`src/rtl/swd_pkg.sv`:
```
package swd_pkg;
  typedef enum logic [3:0] {
    ST_RESET, ST_IDLE, ST_HDR, ST_TRN1, ST_ACK,
    ST_RDATA, ST_TRNW, ST_WDATA, ST_TRN2
  } swd_state_e;

  localparam logic [2:0] ACK_OK    = 3'b001;
  localparam logic [2:0] ACK_WAIT  = 3'b010;
  localparam logic [2:0] ACK_FAULT = 3'b100;
  localparam int unsigned HDR_W    = 8;
endpackage

```
`src/rtl/swd_parity.sv`:
```
module swd_parity #(
  parameter int unsigned W = 4
) (
  input  logic [W-1:0] d_i,
  output logic         p_o
);
  assign p_o = ^d_i;
endmodule

```
`src/rtl/swd_hdr_decode.sv`:
```
module swd_hdr_decode
  import swd_pkg::*;
(
  input  logic [HDR_W-1:0] hdr_i,
  output logic             valid_o,
  output logic             ap_o,
  output logic             rnw_o,
  output logic [1:0]       addr_o
);
  logic par;

  swd_parity #(.W(4)) u_par (
    .d_i (hdr_i[4:1]),
    .p_o (par)
  );

  // bit0 start, bit5 parity, bit6 stop, bit7 park
  assign valid_o = hdr_i[0] & ~hdr_i[6] & hdr_i[7] & (hdr_i[5] == par);
  assign ap_o    = hdr_i[1];
  assign rnw_o   = hdr_i[2];
  assign addr_o  = hdr_i[4:3];
endmodule

```
`src/rtl/swd_line_reset.sv`:
```
module swd_line_reset #(
  parameter int unsigned LRST_CYC = 51
) (
  input  logic clk_i,
  input  logic rst_ni,
  input  logic en_i,
  input  logic bit_i,
  output logic lrst_o
);
  localparam int unsigned CW = $clog2(LRST_CYC + 1);

  logic [CW-1:0] cnt_q;

  always_ff @(posedge clk_i or negedge rst_ni) begin
    if (!rst_ni)                  cnt_q <= '0;
    else if (!en_i || !bit_i)     cnt_q <= '0;
    else if (cnt_q != CW'(LRST_CYC)) cnt_q <= cnt_q + 1'b1;
  end

  assign lrst_o = en_i & bit_i & (cnt_q >= CW'(LRST_CYC - 1));
endmodule

```
`src/rtl/swd_shreg.sv`:
```
module swd_shreg #(
  parameter int unsigned W = 32
) (
  input  logic         clk_i,
  input  logic         rst_ni,
  input  logic         load_i,
  input  logic [W-1:0] load_val_i,
  input  logic         shift_i,
  input  logic         sin_i,
  output logic [W-1:0] q_o
);
  always_ff @(posedge clk_i or negedge rst_ni) begin
    if (!rst_ni)       q_o <= '0;
    else if (load_i)   q_o <= load_val_i;
    else if (shift_i)  q_o <= {sin_i, q_o[W-1:1]};
  end
endmodule

```
`src/rtl/swd_target.sv`:
```
module swd_target
  import swd_pkg::*;
#(
  parameter int unsigned DATA_W   = 32,
  parameter int unsigned LRST_CYC = 51
) (
  input  logic              clk_i,
  input  logic              rst_ni,
  input  logic              dio_i,
  output logic              dio_o,
  output logic              dio_oe_o,
  output logic              reg_ap_o,
  output logic [1:0]        reg_addr_o,
  output logic              reg_rd_o,
  output logic              reg_wr_o,
  output logic [DATA_W-1:0] reg_wdata_o,
  input  logic [DATA_W-1:0] reg_rdata_i,
  input  logic              reg_wait_i,
  input  logic              reg_fault_i
);
  localparam int unsigned CNT_W = $clog2(DATA_W + 2);

  swd_state_e        state_q;
  logic [CNT_W-1:0]  cnt_q;
  logic [5:0]        hdr_q;
  logic              ap_q, rnw_q, rd_q, wr_q, dout_q, oe_q, rpar_q;
  logic [1:0]        addr_q, ack_sh_q;
  logic [2:0]        ack_q, ack_sel;
  logic [HDR_W-1:0]  hdr_full;
  logic              hdr_ok, hdr_ap, hdr_rnw;
  logic [1:0]        hdr_addr;
  logic              lrst, rd_go, sh_load, sh_shift;
  logic [DATA_W-1:0] sh_q;
  logic              rdata_par, wdata_par;

  assign hdr_full = {dio_i, hdr_q, 1'b1};

  swd_hdr_decode u_hdr (
    .hdr_i   (hdr_full),
    .valid_o (hdr_ok),
    .ap_o    (hdr_ap),
    .rnw_o   (hdr_rnw),
    .addr_o  (hdr_addr)
  );

  swd_line_reset #(.LRST_CYC(LRST_CYC)) u_lrst (
    .clk_i  (clk_i),
    .rst_ni (rst_ni),
    .en_i   (~oe_q),
    .bit_i  (dio_i),
    .lrst_o (lrst)
  );

  swd_parity #(.W(DATA_W)) u_rpar (.d_i(reg_rdata_i), .p_o(rdata_par));
  swd_parity #(.W(DATA_W)) u_wpar (.d_i(sh_q),        .p_o(wdata_par));

  assign rd_go    = (ack_q == ACK_OK) && rnw_q;
  assign sh_load  = !lrst && (state_q == ST_TRN1) && rd_q;
  assign sh_shift = !lrst && (((state_q == ST_ACK) && (cnt_q == CNT_W'(2)) && rd_go) ||
                              ((state_q == ST_RDATA) && (cnt_q < CNT_W'(DATA_W))) ||
                              ((state_q == ST_WDATA) && (cnt_q < CNT_W'(DATA_W))));

  swd_shreg #(.W(DATA_W)) u_sh (
    .clk_i      (clk_i),
    .rst_ni     (rst_ni),
    .load_i     (sh_load),
    .load_val_i (reg_rdata_i),
    .shift_i    (sh_shift),
    .sin_i      (dio_i),
    .q_o        (sh_q)
  );

  // fault outranks wait
  always_comb begin
    if (reg_fault_i)     ack_sel = ACK_FAULT;
    else if (reg_wait_i) ack_sel = ACK_WAIT;
    else                 ack_sel = ACK_OK;
  end

  always_ff @(posedge clk_i or negedge rst_ni) begin
    if (!rst_ni) begin
      state_q  <= ST_RESET;
      cnt_q    <= '0;
      hdr_q    <= '0;
      ap_q     <= 1'b0;
      rnw_q    <= 1'b0;
      addr_q   <= '0;
      ack_q    <= ACK_OK;
      ack_sh_q <= '0;
      dout_q   <= 1'b0;
      oe_q     <= 1'b0;
      rd_q     <= 1'b0;
      wr_q     <= 1'b0;
      rpar_q   <= 1'b0;
    end else begin
      rd_q <= 1'b0;
      wr_q <= 1'b0;
      if (lrst) begin
        state_q <= ST_RESET;
        oe_q    <= 1'b0;
        dout_q  <= 1'b0;
      end else begin
        unique case (state_q)
          ST_RESET: if (!dio_i) state_q <= ST_IDLE;
          ST_IDLE: begin
            if (dio_i) begin
              state_q <= ST_HDR;
              cnt_q   <= '0;
            end
          end
          ST_HDR: begin
            hdr_q <= {dio_i, hdr_q[5:1]};
            cnt_q <= cnt_q + 1'b1;
            if (cnt_q == CNT_W'(HDR_W - 2)) begin
              if (hdr_ok) begin
                ap_q    <= hdr_ap;
                rnw_q   <= hdr_rnw;
                addr_q  <= hdr_addr;
                ack_q   <= ack_sel;
                rd_q    <= hdr_rnw && (ack_sel == ACK_OK);
                state_q <= ST_TRN1;
              end else begin
                state_q <= ST_IDLE;
              end
            end
          end
          ST_TRN1: begin
            oe_q     <= 1'b1;
            dout_q   <= ack_q[0];
            ack_sh_q <= ack_q[2:1];
            cnt_q    <= '0;
            if (rd_q) rpar_q <= rdata_par;
            state_q  <= ST_ACK;
          end
          ST_ACK: begin
            cnt_q <= cnt_q + 1'b1;
            if (cnt_q < CNT_W'(2)) begin
              dout_q   <= ack_sh_q[0];
              ack_sh_q <= {1'b0, ack_sh_q[1]};
            end else if (rd_go) begin
              dout_q  <= sh_q[0];
              cnt_q   <= CNT_W'(1);
              state_q <= ST_RDATA;
            end else begin
              oe_q    <= 1'b0;
              dout_q  <= 1'b0;
              state_q <= (ack_q == ACK_OK) ? ST_TRNW : ST_TRN2;
            end
          end
          ST_RDATA: begin
            cnt_q <= cnt_q + 1'b1;
            if (cnt_q < CNT_W'(DATA_W)) begin
              dout_q <= sh_q[0];
            end else if (cnt_q == CNT_W'(DATA_W)) begin
              dout_q <= rpar_q;
            end else begin
              oe_q    <= 1'b0;
              dout_q  <= 1'b0;
              state_q <= ST_TRN2;
            end
          end
          ST_TRNW: begin
            cnt_q   <= '0;
            state_q <= ST_WDATA;
          end
          ST_WDATA: begin
            if (cnt_q < CNT_W'(DATA_W)) begin
              cnt_q <= cnt_q + 1'b1;
            end else begin
              wr_q    <= (dio_i == wdata_par);
              state_q <= ST_IDLE;
            end
          end
          ST_TRN2: state_q <= ST_IDLE;
          default: state_q <= ST_RESET;
        endcase
      end
    end
  end

  assign dio_o       = dout_q;
  assign dio_oe_o    = oe_q;
  assign reg_ap_o    = ap_q;
  assign reg_addr_o  = addr_q;
  assign reg_rd_o    = rd_q;
  assign reg_wr_o    = wr_q;
  assign reg_wdata_o = sh_q;
endmodule

```
`config.mk`:
```
export PLATFORM = sky130hd
export DESIGN_NAME = swd_target
export DESIGN_NICKNAME = d
export VERILOG_FILES = /design/src/rtl/swd_pkg.sv /design/src/rtl/swd_parity.sv /design/src/rtl/swd_hdr_decode.sv /design/src/rtl/swd_line_reset.sv /design/src/rtl/swd_shreg.sv /design/src/rtl/swd_target.sv
export SDC_FILE = /design/constraint.sdc
export NUM_CORES = 1
export LEC_CHECK = 0
export ABC_AREA = 1
export BUFFER_PORTS_ARGS = -buffer_cell sky130_fd_sc_hd__buf_2
export CAP_MARGIN = 20
export CORE_MARGIN = 4
export CORE_UTILIZATION = 57
export DETAILED_ROUTE_END_ITERATION = 10
export PLACE_DENSITY = 0.76
export SYNTH_ARGS = -nofsm -noshare
export SYNTH_HDL_FRONTEND = slang
export SYNTH_SLANG_ARGS = --single-unit
```
`constraint.sdc`:
```
create_clock -name clk_i -period 2.1 [get_ports clk_i]
set_input_delay 0 -clock clk_i [delete_from_list [all_inputs] [get_ports clk_i]]
set_output_delay 0 -clock clk_i [all_outputs]
set_load 0.05 [all_outputs]
```
# == Yosys cells after proc, flatten, opt, wreduce, memory -nomap -nowiden ==
# Cells that the tools add are included.
# word_totals
register_bits,68
latchBits,0
mem_bits_rw,0
mem_bits_ro,0
inputBits,37
out_inout_bits,39
wordCells,130
mem_count,0
# op_classes
add_sub_neg,2
mul,0
div,0
order_cmp,3
eq_ne,27
shift,0
n_mux,44
n_bitwise,7
n_reduce_logical,32
# ops
cell,count
two-way mux 32 bit,2
XOR reduction 32 bit,2
two-way mux 4 bit,10
two-way mux 6 bit,6
one-hot mux 4 bit (9 select lines),1
one-hot mux 6 bit (5 select lines),1
"inequality test 3 bit, second input constant",8
two-way mux 1 bit,17
"== test 4 x 3 -> 1 bit, second input constant",4
"adder 6 x 1 -> 6 bit, second input constant",2
logical AND 1 bit,9
"== test 4 x 2 -> 1 bit, second input constant",2
AND reduction 4 bit,2
AND reduction 7 bit,1
"== test 3 x 1 -> 1 bit, second input constant",2
"== test 6 x 2 -> 1 bit, second input constant",1
"== test 6 x 3 -> 1 bit, second input constant",1
"== test 6 bit, second input constant",1
">= comparator 6 bit, second input constant",1
"less-than comparator 6 x 2 -> 1 bit, second input constant",1
"less-than comparator 6 bit, second input constant",1
two-way mux 2 bit,3
"inequality test 6 bit, second input constant",1
one-hot mux 1 bit (3 select lines),2
other kinds (20),34

# == Longest topological paths before layout ==
# depth
depth_word,8
depth_mapped,14

# == Modules after synthesis ==
# Synthesis repeated with hierarchy kept, for this count alone.
# hier_totals
hier_cells,940
hier_area_um2,5492.8
# modules_own_cells
module,n_inst,cells_each,area_per_inst_um2
swd_target,1,260,1835.5
swd_parity (u_rpar ...),2,215,825.8
swd_shreg,1,176,1508.9
swd_line_reset,1,43,359.1
swd_parity (u_hdr.u_par),1,19,73.8
swd_hdr_decode,1,12,63.8

# == Least setup slack after synthesis ==
# No wires, ideal clock.
# synth_timing
path_type,register -> register
from,"register oe_q, in the netlist dio_oe_o"
to,register state_q[1]
setup_ns,0.069
arrival_ns,1.680
required_time_ns,2.031
path_slack_ns,0.351
path_stages_with_launch,11
path_buffers,1
cell_sequence,dfrtp_1 > nor2_8 > nand3_4 > buf_6 > nand3_1 > nand2_1 > a21oi_1 > nand3_1 > nor2_2 > nand2_1 > nand3_1
# synth_between
elab_chain_cells,5
word_cells_on_any_way,12
cone_classes,eq/ne: 7; mux: 1; bitwise: 3; reduce/logical: 1
# synth_rtl
item,line_no,source
"start, declared",swd_target.sv:26,"logic ap_q, rnw_q, rd_q, wr_q, dout_q, oe_q, rpar_q;"
"start signal, assigned",swd_target.sv:91,oe_q <= 1'b0;
"start signal, assigned",swd_target.sv:100,oe_q <= 1'b0;
"start signal, assigned",swd_target.sv:128,oe_q <= 1'b1;
NOT 1 bit *,swd_target.sv:49,".en_i (~oe_q),"
bitwise AND 1 bit * (2 in a row),swd_line_reset.sv:20,assign lrst_o = en_i & bit_i & (cnt_q >= CW'(LRST_CYC - 1));
inequality test 3 bit (no line),n/a,
AND reduction 7 bit (no line),n/a,
"end signal, assigned",swd_target.sv:147,state_q <= (ack_q == ACK_OK) ? ST_TRNW : ST_TRN2;
"end, declared",swd_target.sv:23,swd_state_e state_q;
# Every way passes the cells marked *; elsewhere a longest branch is shown, timed or not.
# A chain may end at the register's enable or synchronous reset.

# == Worst setup path after layout ==
# layout_timing
from,register u_lrst.cnt_q[0]
to,register state_q[1]
# layout_between
elab_chain_cells,4
word_cells_on_any_way,11
cone_classes,order compare: 1; eq/ne: 7; mux: 1; bitwise: 1; reduce/logical: 1
# layout_rtl
item,line_no,source
"start, declared",swd_line_reset.sv:12,logic [CW-1:0] cnt_q;
"start signal, assigned",swd_line_reset.sv:17,else if (cnt_q != CW'(LRST_CYC)) cnt_q <= cnt_q + 1'b1;
>= comparator 6 bit *,swd_line_reset.sv:20,
bitwise AND 1 bit *,swd_line_reset.sv:20,
inequality test 3 bit (no line),n/a,
AND reduction 7 bit (no line),n/a,
# Marked as above.

==> run_results.csv <==
group,metric,value,unit
hold_path,hp-start,"reg_rdata_i[27]",
worst_setup_path,critPathCaptureType,"flip-flop",
floorplanning,fp.dieH,98.3,um
floorplanning,core_area,0.00785,mm2
power,power_density,1510,mW/mm2
grt,grt_pass1_wl,18800,um
synthesis,synthAdderAreaFrac,0.0108,
synthesis,avgSynthCellArea,6.96,um2
sta,setup_viol_count_final,0,
grt,antenna_found_initial,0,
job,maxCapViolations,0,
worst_setup_path,crit_arrival,2200,ps
grt,overflow,0,
floorplanning,die_x,98.3,um
sta,final_hold_viol_count,0,
route,drtPass1Iterations,4,
hold_path,holdPathStages,5,
synthesis,synth_top_family_by_area,"simple AND/OR/NAND/NOR gates",
worst_setup_path,worst_ep_required_time,2380,ps
synthesis,synth_seq_cells,68,
power,max-vdd-ir-drop,782,uV
synthesis,synth-seq-area-share,0.366,
synthesis,synth_cells,668,
sta,layout_min_cycle_time,1920,ps
clock_network,clock_latency,350,ps
clock_network,clockBufferDepth,2,
route,drt_iter0_markers,263,
outcome,status,"finished, final reports clean",
grt,grt_usage,0.232,
worst_setup_path,slowest_stage,"dfrtp_1",
hold_path,hp-class,"in2reg",
layout,post-route-util,0.689,
worst_setup_path,path_class,"reg2reg",
sta,skew,8.37,ps
floorplanning,start_util,0.593,
route,avgRoutedWirePerCell,12.5,um
worst_setup_path,r2r_cells,12,
worst_setup_path,slowest_delay,390,ps
sta,max_slew_margin,0.646,
clock_network,clkTransAtPathRegs,70,ps
layout,layout_commonest_cell,"nand2_1",
floorplanning,io_pins,76,
worst_setup_path,crit_chain,"inv_1, ha_1, nor2_1, nand2_1, nand3_4, nand3_1, nand2_1, a21oi_1, nand3_1, nor2_2, nand2_1, nand3_1",
clock_network,root_buffer,"clkbuf_8",
clock_network,cts_buffers,9,
route,drcViolationCount,0,
clock_network,htreeDepth,3,
sta,tightestPinTransition,530,ps
synthesis,synth-compound-area-share,0.112,
clock_network,tritoncts,"done",
worst_setup_path,worstPathMaxFanout,13,
hold_path,min_to,"u_sh.q_o[27]$_DFFE_PN0P_",
power,power,8.19,mW
layout,drive_gt1_frac,0.161,
synthesis,ys_types,38,
placement,io_buffers,75,
synthesis,synth-simple-area-share,0.321,
layout,instances_no_fill,864,
route,wirelength,10800,um
sta,timing.hold.ws,6.87,ps
sta,slew_violations,0,
grt,first_global_vias,4290,
clock_network,clock-sinks,68,
placement,place_inst,837,
worst_setup_path,r2r-start,"u_lrst.cnt_q[0]$_DFFE_PN0P_",
power,p_leak,2.81,nW
worst_setup_path,rrSetupSlack,180,ps
grt,grt_max_degree,40,
synthesis,syn_area,0.00465,mm2
synthesis,yosysWarnings,0,
layout,antenna_cells,0,
worst_setup_path,r2r-end,"state_q[1]$_DFFE_PN0P_",
placement,hpwl,8020,um
placement,gp_congestion,0.883,
route,vias,4454,
sta,final.period_utilization,0.917,
synthesis,synth_xor_xnor_area_share,0.0998,
layout,syn_to_final_growth,16.3,%
layout,most-common-layout-cells,"nand2_1 (241), buf_2 (75), inv_1 (74)",
layout,fin_nets,800,
worst_setup_path,startpoint_type,"flip-flop",
sta,fmax,520,MHz
synthesis,syn-num-nets,709,
floorplanning,rows,32,
synthesis,synthMuxAreaShare,0,
route,viasPerCell,5.16,
route,ant_nets,0,
floorplanning,die_area,0.00967,mm2
sequential cells by signal, summed over array words and instances (netlist names):
| register | count |
|---|---|
| state_q | 4 |
| u_lrst.cnt_q | 6 |
| cnt_q | 6 |
| reg_wr_o | 1 |
| reg_ap_o | 1 |
| reg_rd_o | 1 |
| dio_oe_o | 1 |
| reg_addr_o | 2 |
| hdr_q | 6 |
| ack_q | 3 |
| dio_o | 1 |
| u_sh.q_o | 32 |
| rpar_q | 1 |
| ack_sh_q | 2 |
| rnw_q | 1 |
report_power, final:
group,internal [mW],leakage (nW),total (mW),switching (mW)
Sequential,1.75,0.878,2.22,0.478
Clock,0.442,0.0848,0.930,0.488
Combinational,1.62,1.85,5.04,3.42
Total,3.81,2.81,8.19,4.38
cells by family (layout without fill, tap and decap cells):
logic type               after synthesis  after routing
adder cells (fa/ha/maj)                4              4
buffers and inverters                 95            189
AO/OA/AOI/OAI                        100            100
AND/OR/NAND/NOR                      348            348
flip-flops                            68             68
XOR/XNOR                              53             53
timing repair:
action,CTS,global route
endpoints found under the setup margin,0,35
setup buffers,0,5
hold buffers,8,0
resized for setup,0,3
endpoints found under the hold margin,27,0
area by class of cell:
| class | instances | area, um2 |
|---|---|---|
| clock buffers | 11 | 141 |
| clock inverters | 3 | 15.0 |
| fillers | 705 | 2440 |
| inverters | 80 | 300 |
| multi-input cells | 505 | 2540 |
| flip-flops and latches | 68 | 1700 |
| well taps | 102 | 128 |
| repair buffers | 95 | 587 |
worst max path at each step:
stage | from | to | slack, ps | depth (start not counted)
6_report | u_lrst.cnt_q[0]$_DFFE_PN0P_ | state_q[1]$_DFFE_PN0P_ | 180 | 12
5_1_grt | u_lrst.cnt_q[0]$_DFFE_PN0P_ | cnt_q[5]$_DFFE_PN0P_ | -4 | 12
4_1_cts | u_lrst.cnt_q[0]$_DFFE_PN0P_ | u_sh.q_o[30]$_DFFE_PN0P_ | 100 | 12
3_5_place_dp | u_lrst.cnt_q[0]$_DFFE_PN0P_ | u_sh.q_o[30]$_DFFE_PN0P_ | 140 | 12
3_3_place_gp | u_lrst.cnt_q[0]$_DFFE_PN0P_ | u_sh.q_o[11]$_DFFE_PN0P_ | 220 | 12
2_1_floorplan | dio_oe_o$_DFFE_PN0P_ | state_q[1]$_DFFE_PN0P_ | 350 | 10
synthesized netlist by cell type (all sizes together):
master	count	area share
or3	1	0.0013
dfrtp	67	0.36
a211oi	1	0.0016
nand2	243	0.20
inv	80	0.065
nand4	4	0.0054
o211ai	2	0.0032
or2	2	0.0027
nor3b	3	0.0048
clkbuf	2	0.0019
dfstp	1	0.0056
buf	13	0.024
o31ai	1	0.0016
o21ai	80	0.086
o22ai	3	0.0040
xor2	19	0.036
nand2b	4	0.0054
a31oi	1	0.0013
nor3	7	0.0075
xnor2	34	0.064
a21oi	10	0.011
nor2	51	0.052
nand3b	2	0.0032
ha	4	0.011
and2	2	0.0027
nand3	29	0.039
o2111ai	2	0.0038
worst max-delay path, delay by kind of cell (launching register included):
family | cells | cell delay (ps)
simple gates | 9 | 1050
fa+ha+maj | 1 | 170
flops | 1 | 390
compound gates | 1 | 130
buf+inv | 1 | 130
through the flow:
step / cell area, um2 / setup TNS, ps / worst slack (ps)
final: 5410 / 0 / 175
after global routing: 5410 / -4.27 / -4.27
after CTS: 5360 / 0 / 103
after detailed placement: 5120 / 0 / 136
after global placement: 5120 / 0 / 220
after floorplan: 4650 / 0 / 351
layer usage:
layer / vias up / track usage / share of wire
met2: 105 / 0.403 / 0.48
met5: - / 0 / 0
met1: 2059 / 0.301 / 0.46
met3: 9 / 0.0336 / 0.051
li1: 2281 / - / -
met4: 0 / 0.0683 / 0.0037
No activity file was read; power rests on OpenSTA's default activity.
